<file path="config.mk">
export PLATFORM = sky130hd
export DESIGN_NAME = dmx_top
export DESIGN_NICKNAME = d
export VERILOG_FILES = /design/src/rtl/dmx_pkg.sv /design/src/rtl/dmx_dbl_chain.sv /design/src/rtl/dmx_row.sv /design/src/rtl/dmx_top.sv
export SDC_FILE = /design/constraint.sdc
export NUM_CORES = 1
export LEC_CHECK = 0
export BUFFER_PORTS_ARGS = -buffer_cell sky130_fd_sc_hd__buf_4
export CAP_MARGIN = 20
export CORE_MARGIN = 5
export CORE_UTILIZATION = 41
export DETAILED_ROUTE_END_ITERATION = 8
export PLACE_DENSITY = 0.63
export SETUP_SLACK_MARGIN = 0.15
export SYNTH_ARGS = -nofsm -noshare
export SYNTH_HDL_FRONTEND = slang
export SYNTH_SLANG_ARGS = --single-unit
</file>
<file path="constraint.sdc">
create_clock -name clk -period 2.39 [get_ports clk]
set_clock_uncertainty 0.1 [all_clocks]
set_input_delay 0.3585 -clock clk [delete_from_list [all_inputs] [get_ports clk]]
set_output_delay 0.3585 -clock clk [all_outputs]
set_load 0.01 [all_outputs]
</file>
<file path="src/rtl/dmx_pkg.sv">
// Package dmx_pkg
// Shared widths and the single-step GF(2^8) doubling used by every multiplier.
// Assumes the field polynomial z^8+z^4+z^3+z^2+1, whose low byte is 0x1D.
package dmx_pkg;
    localparam int BYTE_W = 8;
    localparam int LANES  = 4;
    localparam int COL_W  = BYTE_W * LANES;
    localparam logic [BYTE_W-1:0] RED_LOW = 8'h1D;

    typedef logic [BYTE_W-1:0] byte_t;

    // Multiply one byte by the field element 02.
    function automatic byte_t gf_dbl(input byte_t a);
        return {a[BYTE_W-2:0], 1'b0} ^ (a[BYTE_W-1] ? RED_LOW : '0);
    endfunction
endpackage

</file>
<file path="src/rtl/dmx_dbl_chain.sv">
// Module dmx_dbl_chain
// Produces the products of one byte with 02, 04 and 08 by chaining doublings.
// Purely combinational. Assumes DEPTH >= 1. Output index k holds byte * 2^(k+1).
module dmx_dbl_chain
    import dmx_pkg::*;
#(
    parameter int DEPTH = 3
) (
    input  byte_t             b_in,
    output byte_t [DEPTH-1:0] b_pow
);
    byte_t stage [DEPTH+1];

    assign stage[0] = b_in;

    genvar k;
    generate
        for (k = 0; k < DEPTH; k++) begin : g_step
            // Each step doubles the previous product.
            assign stage[k+1] = gf_dbl(stage[k]);
            assign b_pow[k]   = stage[k+1];
        end
    endgenerate
endmodule

</file>
<file path="src/rtl/dmx_row.sv">
// Module dmx_row
// Computes one output byte of the selected matrix-vector product.
// Both matrices satisfy coef(i,j) = c[i xor j] with c[0] = 01, so row ROW needs
// the lanes ROW^1, ROW^2 and ROW^3 scaled by per-matrix constants.
// Assumes x2/x4/x8 are the doubling-chain products of the matching lanes.
module dmx_row
    import dmx_pkg::*;
#(
    parameter int ROW = 0
) (
    input  logic              sel_odd,
    input  byte_t [LANES-1:0] y,
    input  byte_t [LANES-1:0] x2,
    input  byte_t [LANES-1:0] x4,
    input  byte_t [LANES-1:0] x8,
    output byte_t             z
);
    localparam int P1 = ROW ^ 1;
    localparam int P2 = ROW ^ 2;
    localparam int P3 = ROW ^ 3;

    byte_t t1, t2, t3;

    // Picks the scaled lane for each off-diagonal position of the row.
    always_comb begin
        if (sel_odd) begin
            t1 = x8[P1];
            t2 = x2[P2];
            t3 = x8[P3] ^ x2[P3];
        end else begin
            t1 = x2[P1];
            t2 = x4[P2];
            t3 = x4[P3] ^ x2[P3];
        end
    end

    assign z = y[ROW] ^ t1 ^ t2 ^ t3;
endmodule

</file>
<file path="src/rtl/dmx_top.sv">
// Module dmx_top
// Switchable diffusion unit: column (4 bytes, byte 0 in the MSBs) times one of
// two fixed GF(2^8) matrices chosen by sel_odd. REG_OUT = 1 adds one output
// register with synchronous active-low reset; REG_OUT = 0 passes through.
module dmx_top
    import dmx_pkg::*;
#(
    parameter bit REG_OUT = 1'b1
) (
    input  logic             clk,
    input  logic             rst_n,
    input  logic             in_valid,
    input  logic             sel_odd,
    input  logic [COL_W-1:0] col_in,
    output logic             out_valid,
    output logic [COL_W-1:0] col_out
);
    localparam int CHAIN = 3;

    byte_t [LANES-1:0] lane_y, lane_x2, lane_x4, lane_x8, lane_z;
    logic  [COL_W-1:0] mix_col;

    genvar g;
    generate
        for (g = 0; g < LANES; g++) begin : g_lane
            byte_t [CHAIN-1:0] pw;

            // Unpacks lane g from the bus; lane 0 is the top byte.
            assign lane_y[g] = col_in[COL_W-1-g*BYTE_W -: BYTE_W];

            dmx_dbl_chain #(.DEPTH(CHAIN)) u_chain (
                .b_in  (lane_y[g]),
                .b_pow (pw)
            );
            assign lane_x2[g] = pw[0];
            assign lane_x4[g] = pw[1];
            assign lane_x8[g] = pw[2];

            dmx_row #(.ROW(g)) u_row (
                .sel_odd (sel_odd),
                .y       (lane_y),
                .x2      (lane_x2),
                .x4      (lane_x4),
                .x8      (lane_x8),
                .z       (lane_z[g])
            );

            // Repacks output lane g into the same byte position.
            assign mix_col[COL_W-1-g*BYTE_W -: BYTE_W] = lane_z[g];
        end

        if (REG_OUT) begin : g_reg
            logic             v_q;
            logic [COL_W-1:0] c_q;

            // Output stage: clear on reset, load on valid, hold otherwise.
            always_ff @(posedge clk) begin
                if (!rst_n) begin
                    v_q <= 1'b0;
                    c_q <= '0;
                end else begin
                    v_q <= in_valid;
                    if (in_valid) c_q <= mix_col;
                end
            end
            assign out_valid = v_q;
            assign col_out   = c_q;
        end else begin : g_comb
            assign out_valid = in_valid;
            assign col_out   = mix_col;
        end
    endgenerate
endmodule

</file>
# Word-level counts from Yosys, hierarchy flattened
# Cells that the tools add are included.
# op_classes
n_addsub	0
multipliers	0
n_div	0
n_lt_le_gt_ge	0
eq_ne	0
shifts	0
muxes	24
n_bitwise	32
reduce_logical	0
# op_table
op	n
8-bit bitwise XOR	32
8-bit 2-to-1 mux	12
5-bit 2-to-1 mux	12
# totals
ff_bits	33
latchBits	0
ramBits	0
mem_bits_ro	0
input_bits	36
elab_cells	58
mem_count	0

# Depth between registers and ports, before layout
# Gate-level depths: netlist of run 1.
# depth
depth_word	10
ltp_mapped	9

# Cells and area by module
# From an unflattened synthesis of run 1, not the netlist that was laid out.
# unflattened
hier_cells	437
hier_area_um2	4327.9
# modules_own_cells
mod	instances	cells_per_inst	area_each_um2	seq_area_each_um2
dmx_row	4	58	556.8	0.0
dmx_top	1	105	1270.0	660.6
dmx_dbl_chain	4	25	207.7	0.0

# Worst setup path before layout of run 1
# No wires, ideal clock.
# synth_timing
path_kind	input -> register
start	in col_in[5]
end	reg g_reg.c_q[28], in the netlist col_out[28]
t_arrival_ps	1682
required_ps	2158
path_slack_ps	476
stages	7
n_path_buf	1
path_cell_list	buf_4 > xor3_1 > xnor3_1 > nand2_1 > o21ai_0 > xnor2_1 > a21oi_1
# synth_via
elab_chain_cells	7
# synth_lines
element	line_no	text
from (decl)	dmx_top.sv:14	input logic [COL_W-1:0] col_in,
8-bit bitwise XOR (2 in series)	dmx_pkg.sv:14	return {a[BYTE_W-2:0], 1'b0} ^ (a[BYTE_W-1] ? RED_LOW : '0);
5-bit 2-to-1 mux	dmx_pkg.sv:14	
8-bit bitwise XOR	dmx_pkg.sv:14	
8-bit bitwise XOR	dmx_row.sv:29	t3 = x8[P3] ^ x2[P3];
8-bit 2-to-1 mux	dmx_row.sv:26	if (sel_odd) begin
8-bit bitwise XOR	dmx_row.sv:37	assign z = y[ROW] ^ t1 ^ t2 ^ t3;
to (signal assigned)	dmx_top.sv:63	if (in_valid) c_q <= mix_col;
to (decl)	dmx_top.sv:54	logic [COL_W-1:0] c_q;
# Every way passes these cells.
# A chain may end at the register's enable or synchronous reset.

# Worst setup path after layout of run 1
# layout_timing
start	in col_in[13]
end	reg g_reg.c_q[20], in the netlist col_out[20]
# Same word-level chain as after synthesis.

==> results of run 1 <==
[where the power goes]
part	switching, mW	total, mW	internal (mW)
combinational	0.669	1.40	0.733
sequential	0.0436	0.678	0.635
clock	0.211	0.440	0.229
total	0.924	2.52	1.60
[cells by family after synthesis]
group,share of synthesized area
multiplexers,0.1114
AND/OR/NAND/NOR,0.06454
buffers and inverters,0.07181
AO/OA/AOI/OAI,0.08921
XOR/XNOR,0.4960
flip-flops,0.1670
[per-layer routing]
layer | global-route usage | vias up | share of wire
li1 | - | 1484 | -
met1 | 0.2406 | 1378 | 0.45
met2 | 0.2864 | 93 | 0.47
met3 | 0.02866 | 8 | 0.065
met4 | 0.04238 | 0 | 0.012
met5 | 0 | - | 0
[sequential cells by signal (all words and copies together) (netlist names)]
register and flops:
out_valid 1, col_out 32
[how the worst max path moves through the flow]
stage                    start     endpoint  slack [ns]  cells after the start
finish              col_in[13]  col_out[20]        0.62                      7
global route        col_in[23]   col_out[5]        0.54                      7
CTS                 col_in[13]  col_out[20]        0.62                      7
detailed placement  col_in[13]  col_out[20]        0.31                      7
global placement     col_in[9]  col_out[20]        0.35                      7
floorplan            col_in[5]  col_out[28]        0.48                      7
[Yosys cell counts]
library cell	n
xnor2_1	145
mux2i_1	44
xor2_1	43
a21oi_1	35
dfxtp_1	33
buf_2	25
nor2b_1	20
nor2_1	17
nand2_1	16
clkbuf_1	14
o21ai_0	13
o211a_1	9
buf_4	8
xnor3_1	7
buf_6	3
o21a_1	3
inv_1	2
xnor2_2	2
xor3_1	2
and2_1	1
clkbuf_2	1
xnor3_2	1
xnor3_4	1
xor2_4	1
[layout make-up]
| type | instances | area, µm² |
|---|---|---|
| clock buffers | 7 | 86.33 |
| flip-flops and latches | 33 | 660.6 |
| multi-input cells | 360 | 3010 |
| fillers | 913 | 4841 |
| well taps | 129 | 161.4 |
| inverters | 2 | 7.507 |
| repair buffers | 73 | 560.5 |
[stage by stage]
| stage | area [µm²] | setup slack [ns] | power [mW] |
|---|---|---|---|
| finish | 4487 | 0.6210 | 2.520 |
| global route | 4487 | 0.5381 | 2.685 |
| CTS | 4487 | 0.6186 | 2.550 |
| detailed placement | 4400 | 0.3141 | 2.101 |
| global placement | 4400 | 0.3529 | 2.091 |
| floorplan | 3955 | 0.4761 | 1.751 |
==> impl_metrics.json, run 1 <==
{
  "status": "complete, no violations",
  "antenna_found_initial": 0,
  "cp.buffers_inverters": 1,
  "crit_path_start_kind": "input port",
  "synthTopCellsByArea": "xnor2_1 (32%), dfxtp_1 (17%), mux2i_1 (11%), xor2_1 (9.5%), a21oi_1 (4.4%)",
  "crit_family": "XOR/XNOR gates",
  "min_to": "col_out[17]",
  "synth_top_area_frac": 0.3211,
  "place_hpwl_um": 7683,
  "fin_setup_tns_ns": 0,
  "endpoint_kind": "flip-flop",
  "period_needed_ns": 1.769,
  "cp_slowest_cell": "xnor3_2",
  "max_slew_margin": 0.6356,
  "synth_cell_types": 24,
  "grt_max_degree": 49,
  "cts_root_buf": "clkbuf_8",
  "cts_setup_buffers": 0,
  "synth_cells": 446,
  "die_w_um": 108.2,
  "layout.nets": 511,
  "min_path_cells": 2,
  "ant_nets": 0,
  "layout_commonest_cell": "xnor2_1",
  "ys_warn_count": 0,
  "p_leak_nw": 1.905,
  "grt_pass1_vias": 2925,
  "cts_tree": "built",
  "clockBufferDepth": 2,
  "die_h_um": 108.2,
  "clock_latency_ns": 0.28,
  "grt_pass1_wl_um": 15920,
  "portBuffers": 68,
  "arrival_ns": 1.86,
  "drive_gt1_frac": 0.1768,
  "post_cts_resized": 0,
  "cts.sinks": 33,
  "clkTransAtPathRegs_ns": 0.07,
  "dr_total_vias": 2963,
  "hold_path.class": "input port to flip-flop",
  "mostFrequentLayoutCells": "xnor2_1 (145), buf_4 (72), mux2i_1 (44)",
  "finalHoldViolations": 0,
  "ys_ff_latch": 33,
  "syn_area_mm2": 0.003955,
  "top_level_ports": 69,
  "dp.cells": 597,
  "worst_ir_drop_vdd_mv": 0.2309,
  "synthToLayoutAreaGrowth_pct": 13.45,
  "num_antenna_cells": 0,
  "clock.fmax_ghz": 0.5653,
  "min-delay-start": "rst_n",
  "core-area_mm2": 0.009328,
  "track_usage": 0.1751,
  "worstPathCellList": "buf_4 -> xnor3_2 -> xor3_1 -> mux2i_1 -> xnor2_1 -> nand2_1 -> o211a_1",
  "place_congestion": 0.8637,
  "reg2regPathDepth": 2,
  "die_area_mm2": 0.01171,
  "reg2reg_to": "col_out[17]",
  "r2r_start": "col_out[17]",
  "critPathMaxFanout": 12,
  "avgSynthCellArea_um2": 8.868,
  "critical-path-max-stage-delay_ns": 0.40,
  "ys_seq_area_frac": 0.1670,
  "drt_pass1_iterations": 5,
  "drtIter0Drc": 137,
  "synth.net_count": 482,
  "maxSlewViolCount": 0,
  "rsz0062_at_grt": "no",
  "grt-ovfl-total": 0,
  "rows": 35,
  "cts_buffers": 5,
  "routed_wl_um": 10300,
  "hold_buffers": 0,
  "cap_viol_max_count": 0,
  "period_share": 0.7402,
  "post_drt_via_cell_ratio": 4.906,
  "fin_cells": 604,
  "holdWs_ns": 0.3808,
  "p_per_area_mw_per_mm2": 561.6,
  "drc_errors": 0,
  "cts_max_level": 2,
  "setup_violations": 0,
  "worstSetupPathType": "input port to flip-flop",
  "start_util": 0.4240,
  "rrSetupSlack_ns": 1.57,
  "final_core_util": 0.4810,
  "cp_data_required_time_ns": 2.48,
  "yosysTopAreaCell": "xnor2_1",
  "tightest_slew_ns": 0.5466,
  "wire_per_inst_um": 17.05
}
(Power assumes the default switching activity.)
==> inputs of run 2 (changes only) <==
--- a/config.mk
+++ b/config.mk
@@ -10,7 +10,7 @@
 export CORE_MARGIN = 5
 export CORE_UTILIZATION = 41
 export DETAILED_ROUTE_END_ITERATION = 8
-export PLACE_DENSITY = 0.63
+export PLACE_DENSITY = 0.66
 export SETUP_SLACK_MARGIN = 0.15
 export SYNTH_ARGS = -nofsm -noshare
 export SYNTH_HDL_FRONTEND = slang
==> constraint.sdc (replaced) <==
create_clock -name clk -period 1.6 [get_ports clk]
set_clock_uncertainty 0.1 [all_clocks]
set_input_delay 0.24 -clock clk [delete_from_list [all_inputs] [get_ports clk]]
set_output_delay 0.24 -clock clk [all_outputs]
set_load 0.01 [all_outputs]
==> run 2 against run 1 <==
Non-clock buffer count increased by 96. Total power increased by 81%. Worst setup slack got worse by 0.50 ns. Critical endpoint is now col_out[29]. Largest cell class unchanged. Highest routed layer unchanged.
==> impl_metrics.json, run 2 (same netlist as run 1, synthesis figures left out) <==
{
  "n_fill_cell": 779,
  "arrival_ns": 1.54,
  "drtIter0Drc": 247,
  "cts_tree": "built",
  "drc_errors": 0,
  "placed_area_mm2": 0.005399,
  "rrSetupSlack_ns": 0.77,
  "die_h_um": 108.2,
  "cp_slowest_cell": "xor2_2",
  "layout.nets": 607,
  "wire_per_inst_um": 18.08,
  "routed_wl_um": 12680,
  "clock_latency_ns": 0.28,
  "crit_path_start_kind": "input port",
  "clkTransAtPathRegs_ns": 0.07,
  "cp_data_required_time_ns": 1.66,
  "layout_commonest_cell": "buf_4",
  "antenna_found_initial": 0,
  "drive_gt1_frac": 0.4056,
  "ant_nets": 0,
  "tightest_slew_ns": 0.3460,
  "max_slew_margin": 0.7669,
  "maxSlewViolCount": 0,
  "period_needed_ns": 1.479,
  "portBuffers": 68,
  "clockBufferDepth": 2,
  "grt_max_degree": 34,
  "path_common_cell": "xnor2_1",
  "top_level_ports": 69,
  "die_area_mm2": 0.01171,
  "die_w_um": 108.2,
  "period_share": 0.9243,
  "cap_viol_max_count": 0,
  "grt_pass1_vias": 3405,
  "num_antenna_cells": 0,
  "worst_ir_drop_vdd_mv": 0.4349,
  "rows": 35,
  "p_leak_nw": 2.662,
  "hold_path.class": "input port to flip-flop",
  "setup_violations": 0,
  "clock.fmax_ghz": 0.6762,
  "hold_buffers": 0,
  "endpoint_kind": "flip-flop",
  "rsz0062_at_grt": "yes",
  "worstSetupPathType": "input port to flip-flop",
  "post_drt_via_cell_ratio": 4.916,
  "track_usage": 0.2086,
  "cts.sinks": 33,
  "drt_pass1_iterations": 4,
  "dr_total_vias": 3446,
  "cts_root_buf": "clkbuf_8",
  "fin_area_mm2": 0.006008,
  "place_congestion": 0.8953,
  "critPathMaxFanout": 3,
  "core-area_mm2": 0.009328,
  "worstPathCellList": "buf_8 -> buf_12 -> xnor2_4 -> xor2_2 -> xnor2_1 -> mux2i_1 -> xnor2_1 -> a21oi_1",
  "power.total_mw": 4.550,
  "largest_reg_flops": 32,
  "mostFrequentLayoutCells": "buf_4 (139), xnor2_1 (119), mux2i_1 (39)",
  "grt_pass1_wl_um": 18610,
  "fin_setup_tns_ns": 0,
  "grt-ovfl-total": 0,
  "synthToLayoutAreaGrowth_pct": 51.91,
  "cts_max_level": 2,
  "finalHoldViolations": 0,
  "start_util": 0.4240,
  "place_hpwl_um": 9672,
  "status": "complete, no violations",
  "critical-path-max-stage-delay_ns": 0.25,
  "p_per_area_mw_per_mm2": 757.3,
  "cts_buffers": 5
}
==> run 2: final cells by class <==
cell class | count | area [µm²] | share of cell area
inverters | 2 | 7.507 | 0.001249
repair buffers | 169 | 1551 | 0.2582
flip-flops and latches | 33 | 660.6 | 0.1100
clock buffers | 7 | 86.33 | 0.01437
multi-input cells | 360 | 3511 | 0.5843
clock inverters | 1 | 30.03 | 0.004998
well taps | 129 | 161.4 | 0.02686
==> run 2: per-stage QoR <==
stage / hold slack, ns / utilization / instances / setup slack, ns
finish: 0.2608 / 0.6441 / 701 / 0.1211
global route: 0.2765 / 0.6441 / 701 / 0.02863
CTS: 0.2520 / 0.6007 / 693 / 0.1213
detailed placement: 0.3696 / 0.5788 / 680 / -0.2373
global placement: 0.3651 / 0.5788 / 680 / -0.2410
floorplan: 0.2682 / - / 446 / -0.1391
==> run 2: worst paths after layout <==
| check | from | to | depth (start not counted) |
|---|---|---|---|
| max | col_in[22] | col_out[29] | 8 |
| min | rst_n | col_out[17] | 2 |
| max reg2reg | col_out[28] | col_out[28] | 2 |
| min reg2reg | col_out[30] | col_out[30] | 1 |
==> run 2: power breakdown <==
| part | internal, mW | total [mW] | switching (mW) |
|---|---|---|---|
| Sequential | 0.948 | 1.03 | 0.0795 |
| Clock | 0.508 | 0.835 | 0.327 |
| Combinational | 1.47 | 2.69 | 1.22 |
| Total | 2.92 | 4.55 | 1.63 |
==> run 2: timing repair <==
| item | in CTS | in global routing |
|---|---|---|
| gates cloned | 0 | 2 |
| pin swaps | 16 | 32 |
| setup endpoints to repair | 5 | 22 |
| buffers inserted | 5 | 6 |
| gates resized for setup | 7 | 49 |
==> run 2: metal layers <==
layer,wire length [µm],GRT usage
met1,5760,0.3024
met2,5728,0.3353
met3,983,0.02090
met4,205,0.04599
met5,0,0
==> run 2: critical path, delay by kind of cell <==
family                 cells  cell delay, ns
XOR/XNOR                   4            0.84
buffers and inverters      2            0.22
AO/OA/AOI/OAI              1            0.10
multiplexers               1            0.13
==> inputs of run 3 (changes only) <==
--- a/config.mk
+++ b/config.mk
@@ -7,11 +7,12 @@
 export LEC_CHECK = 0
 export BUFFER_PORTS_ARGS = -buffer_cell sky130_fd_sc_hd__buf_4
 export CAP_MARGIN = 20
-export CORE_MARGIN = 5
+export CORE_MARGIN = 2
 export CORE_UTILIZATION = 41
 export DETAILED_ROUTE_END_ITERATION = 8
-export PLACE_DENSITY = 0.66
+export PLACE_DENSITY = 0.65
 export SETUP_SLACK_MARGIN = 0.15
 export SYNTH_ARGS = -nofsm -noshare
 export SYNTH_HDL_FRONTEND = slang
+export SYNTH_HIERARCHICAL = 1
 export SYNTH_SLANG_ARGS = --single-unit
==> run 3 against run 2 <==
Via count fell by 14%. Routed wire length fell by 17%. Critical path depth rose by 1. Core utilization fell by 8.2 points. Worst setup slack improved by 0.045 ns. Non-clock buffer count fell by 23. Final cell count fell by 7.0%. Clock power fell by 0.6%. Hold slack barely moved. Maximum frequency rose by 3.2%. Register-to-register slack improved by 0.09 ns. Critical path type unchanged.
==> impl_metrics.json, run 3 <==
{
  "core-area_mm2": 0.01028,
  "fin_area_mm2": 0.005777,
  "clock.fmax_ghz": 0.6976,
  "synth_adder_area_share": 0,
  "syn_area_mm2": 0.004328,
  "layout_commonest_cell": "buf_4",
  "critPathMaxFanout": 7,
  "ys_seq_area_frac": 0.1526,
  "rrSetupSlack_ns": 0.86,
  "yosysTopAreaCell": "xor2_1",
  "yosys-top-cells-count": "xor2_1 (116), mux2i_1 (96), xnor2_1 (72)",
  "mostFrequentLayoutCells": "buf_4 (117), mux2i_1 (94), xor2_1 (88)",
  "wire_per_inst_um": 16.19,
  "seqPwrFrac": 0.236,
  "finalHoldViolations": 0,
  "drive_gt1_frac": 0.3934,
  "synth_top_area_frac": 0.2347,
  "rows": 37,
  "portBuffers": 68,
  "p_comb_frac": 0.581,
  "cp_data_required_time_ns": 1.69,
  "maxSlewViolCount": 0,
  "layout.nets": 551,
  "reg2regPathDepth": 2,
  "setup_violations": 0,
  "synthToLayoutAreaGrowth_pct": 33.48,
  "drc_errors": 0,
  "die_h_um": 106.7,
  "ys_ff_latch": 33,
  "grt-ovfl-total": 0,
  "intPower_mw": 2.886,
  "synth-simple-area-share": 0.04770,
  "antenna_found_initial": 0,
  "start_util": 0.4211,
  "yosysMostFrequentCell": "xor2_1",
  "cts_buffers": 5,
  "cts_root_buf": "clkbuf_8",
  "num_antenna_cells": 0,
  "worstSetupPathType": "input port to flip-flop",
  "synth_compound_area_frac": 0,
  "synthTopCellsByArea": "xor2_1 (23%), mux2i_1 (22%), dfxtp_1 (15%), xnor2_1 (15%), buf_4 (10%)",
  "cap_viol_max_count": 0,
  "synth_xor_area_frac": 0.4256,
  "clkTransAtPathRegs_ns": 0.07,
  "dp.cells": 634,
  "grt_pass1_wl_um": 15950,
  "seq_area_um2": 660.6,
  "arrival_ns": 1.52,
  "fin_ws_ns": 0.1666,
  "dr_total_vias": 2969,
  "p_leak_nw": 2.579,
  "hold_path.class": "input port to flip-flop",
  "top_level_ports": 69,
  "multi_input_area_mm2": 0.003501,
  "grt_max_degree": 34,
  "synth_mux_area_frac": 0.2220,
  "place_hpwl_um": 8248,
  "synth_top_flop_cell": "dfxtp_1",
  "synth_top_family_by_area": "XOR/XNOR gates",
  "pre_cts_slack_ns": -0.2830,
  "post_drt_via_cell_ratio": 4.554,
  "p_switching_mw": 1.654,
  "worst_ir_drop_vdd_mv": 0.3153,
  "synth.net_count": 473,
  "sw_frac_of_total": 0.3643,
  "status": "complete, no violations",
  "die_area_mm2": 0.01139,
  "crit_path_start_kind": "input port",
  "tightest_slew_ns": 0.3722,
  "place_congestion": 0.8551,
  "min_path_cells": 2,
  "placed_area_mm2": 0.005159,
  "drtIter0Drc": 95,
  "fin_cells": 652,
  "cts_tree": "built",
  "n_fill_cell": 910,
  "clockBufferDepth": 2,
  "clockPowerShare": 0.183,
  "r2r_start": "col_out[14]",
  "period_share": 0.8959,
  "endpoint_kind": "flip-flop",
  "largest_reg_flops": 32,
  "drt_pass1_iterations": 4,
  "clock_latency_ns": 0.29,
  "async_flop_share": 0,
  "crit_start": "col_in[23]",
  "min-delay-start": "rst_n",
  "ys_warn_count": 6,
  "ant_nets": 0,
  "die_w_um": 106.7,
  "avgSynthCellArea_um2": 9.904,
  "grt_pass1_vias": 3055,
  "max_slew_margin": 0.7501,
  "synth_edf_count": 0,
  "synth_cell_types": 11,
  "synth_cells": 437,
  "period_needed_ns": 1.433,
  "routed_wl_um": 10550,
  "cts.sinks": 33,
  "track_usage": 0.1831,
  "p_per_area_mw_per_mm2": 785.9,
  "min_to": "col_out[29]",
  "reg2reg_to": "col_out[14]",
  "cts_max_level": 2,
  "rsz0062_at_grt": "yes"
}
run 3: final cells by class:
class | count | area share
multi-input cells | 329 | 0.6060
well taps | 136 | 0.02946
clock inverters | 1 | 0.005198
flip-flops and latches | 33 | 0.1144
repair buffers | 146 | 0.2300
clock buffers | 7 | 0.01494
run 3: logic make-up after synthesis:
family        Yosys count
simple gates           33
mux                    96
buf+inv                75
flops                  33
xor+xnor              200
run 3: critical path, stage by stage:
cell and delay, ns:
buf_16 0.13, xor2_4 0.25, xor2_4 0.21, buf_6 0.13, xor2_1 0.13, mux2i_1 0.10
xnor2_1 0.14, mux2i_1 0.13, nor2b_1 0.05
run 3: metrics by stage:
stage	TNS, ns	util	hold slack, ns	total power, mW
CTS	0	0.5297	0.2559	4.443
global route	0	0.5621	0.2664	4.826
detailed placement	-4.067	0.5019	0.4100	3.530
finish	0	0.5621	0.2610	4.540
global placement	-3.670	0.5019	0.4060	3.501
floorplan	0	-	0.2682	2.817
run 3: timing repair:
action / CTS / global route
buffers inserted: 3 / 7
setup endpoints to repair: 13 / 19
pin swaps: 14 / 40
gates resized for setup: 22 / 44
hold buffers: 0 / 0
run 3: worst max-delay path by stage:
stage                   to  cells past startpoint  slack, ns
6_report       col_out[13]                      9       0.17
5_1_grt        col_out[27]                      8       0.08
4_1_cts        col_out[11]                      8       0.13
3_5_place_dp   col_out[12]                      8      -0.28
3_3_place_gp   col_out[12]                      8      -0.26
2_1_floorplan  col_out[21]                      8       0.08
run 3: routing by layer:
layer | share of wire | GRT usage | up-vias
met5 | 0 | 0 | -
met4 | 0.014 | 0.05102 | 0
met3 | 0.029 | 0.02553 | 9
met2 | 0.54 | 0.3289 | 55
met1 | 0.42 | 0.2279 | 1423
li1 | - | - | 1482
run 3: power groups by stage:
stage | combinational (mW) | clock, mW | sequential (mW)
3_3_place_gp | 2.41 | 0 | 1.09
5_1_grt | 2.84 | 0.897 | 1.09
2_1_floorplan | 1.67 | 0 | 1.15
6_report | 2.64 | 0.830 | 1.07
3_5_place_dp | 2.44 | 0 | 1.09
4_1_cts | 2.51 | 0.857 | 1.08
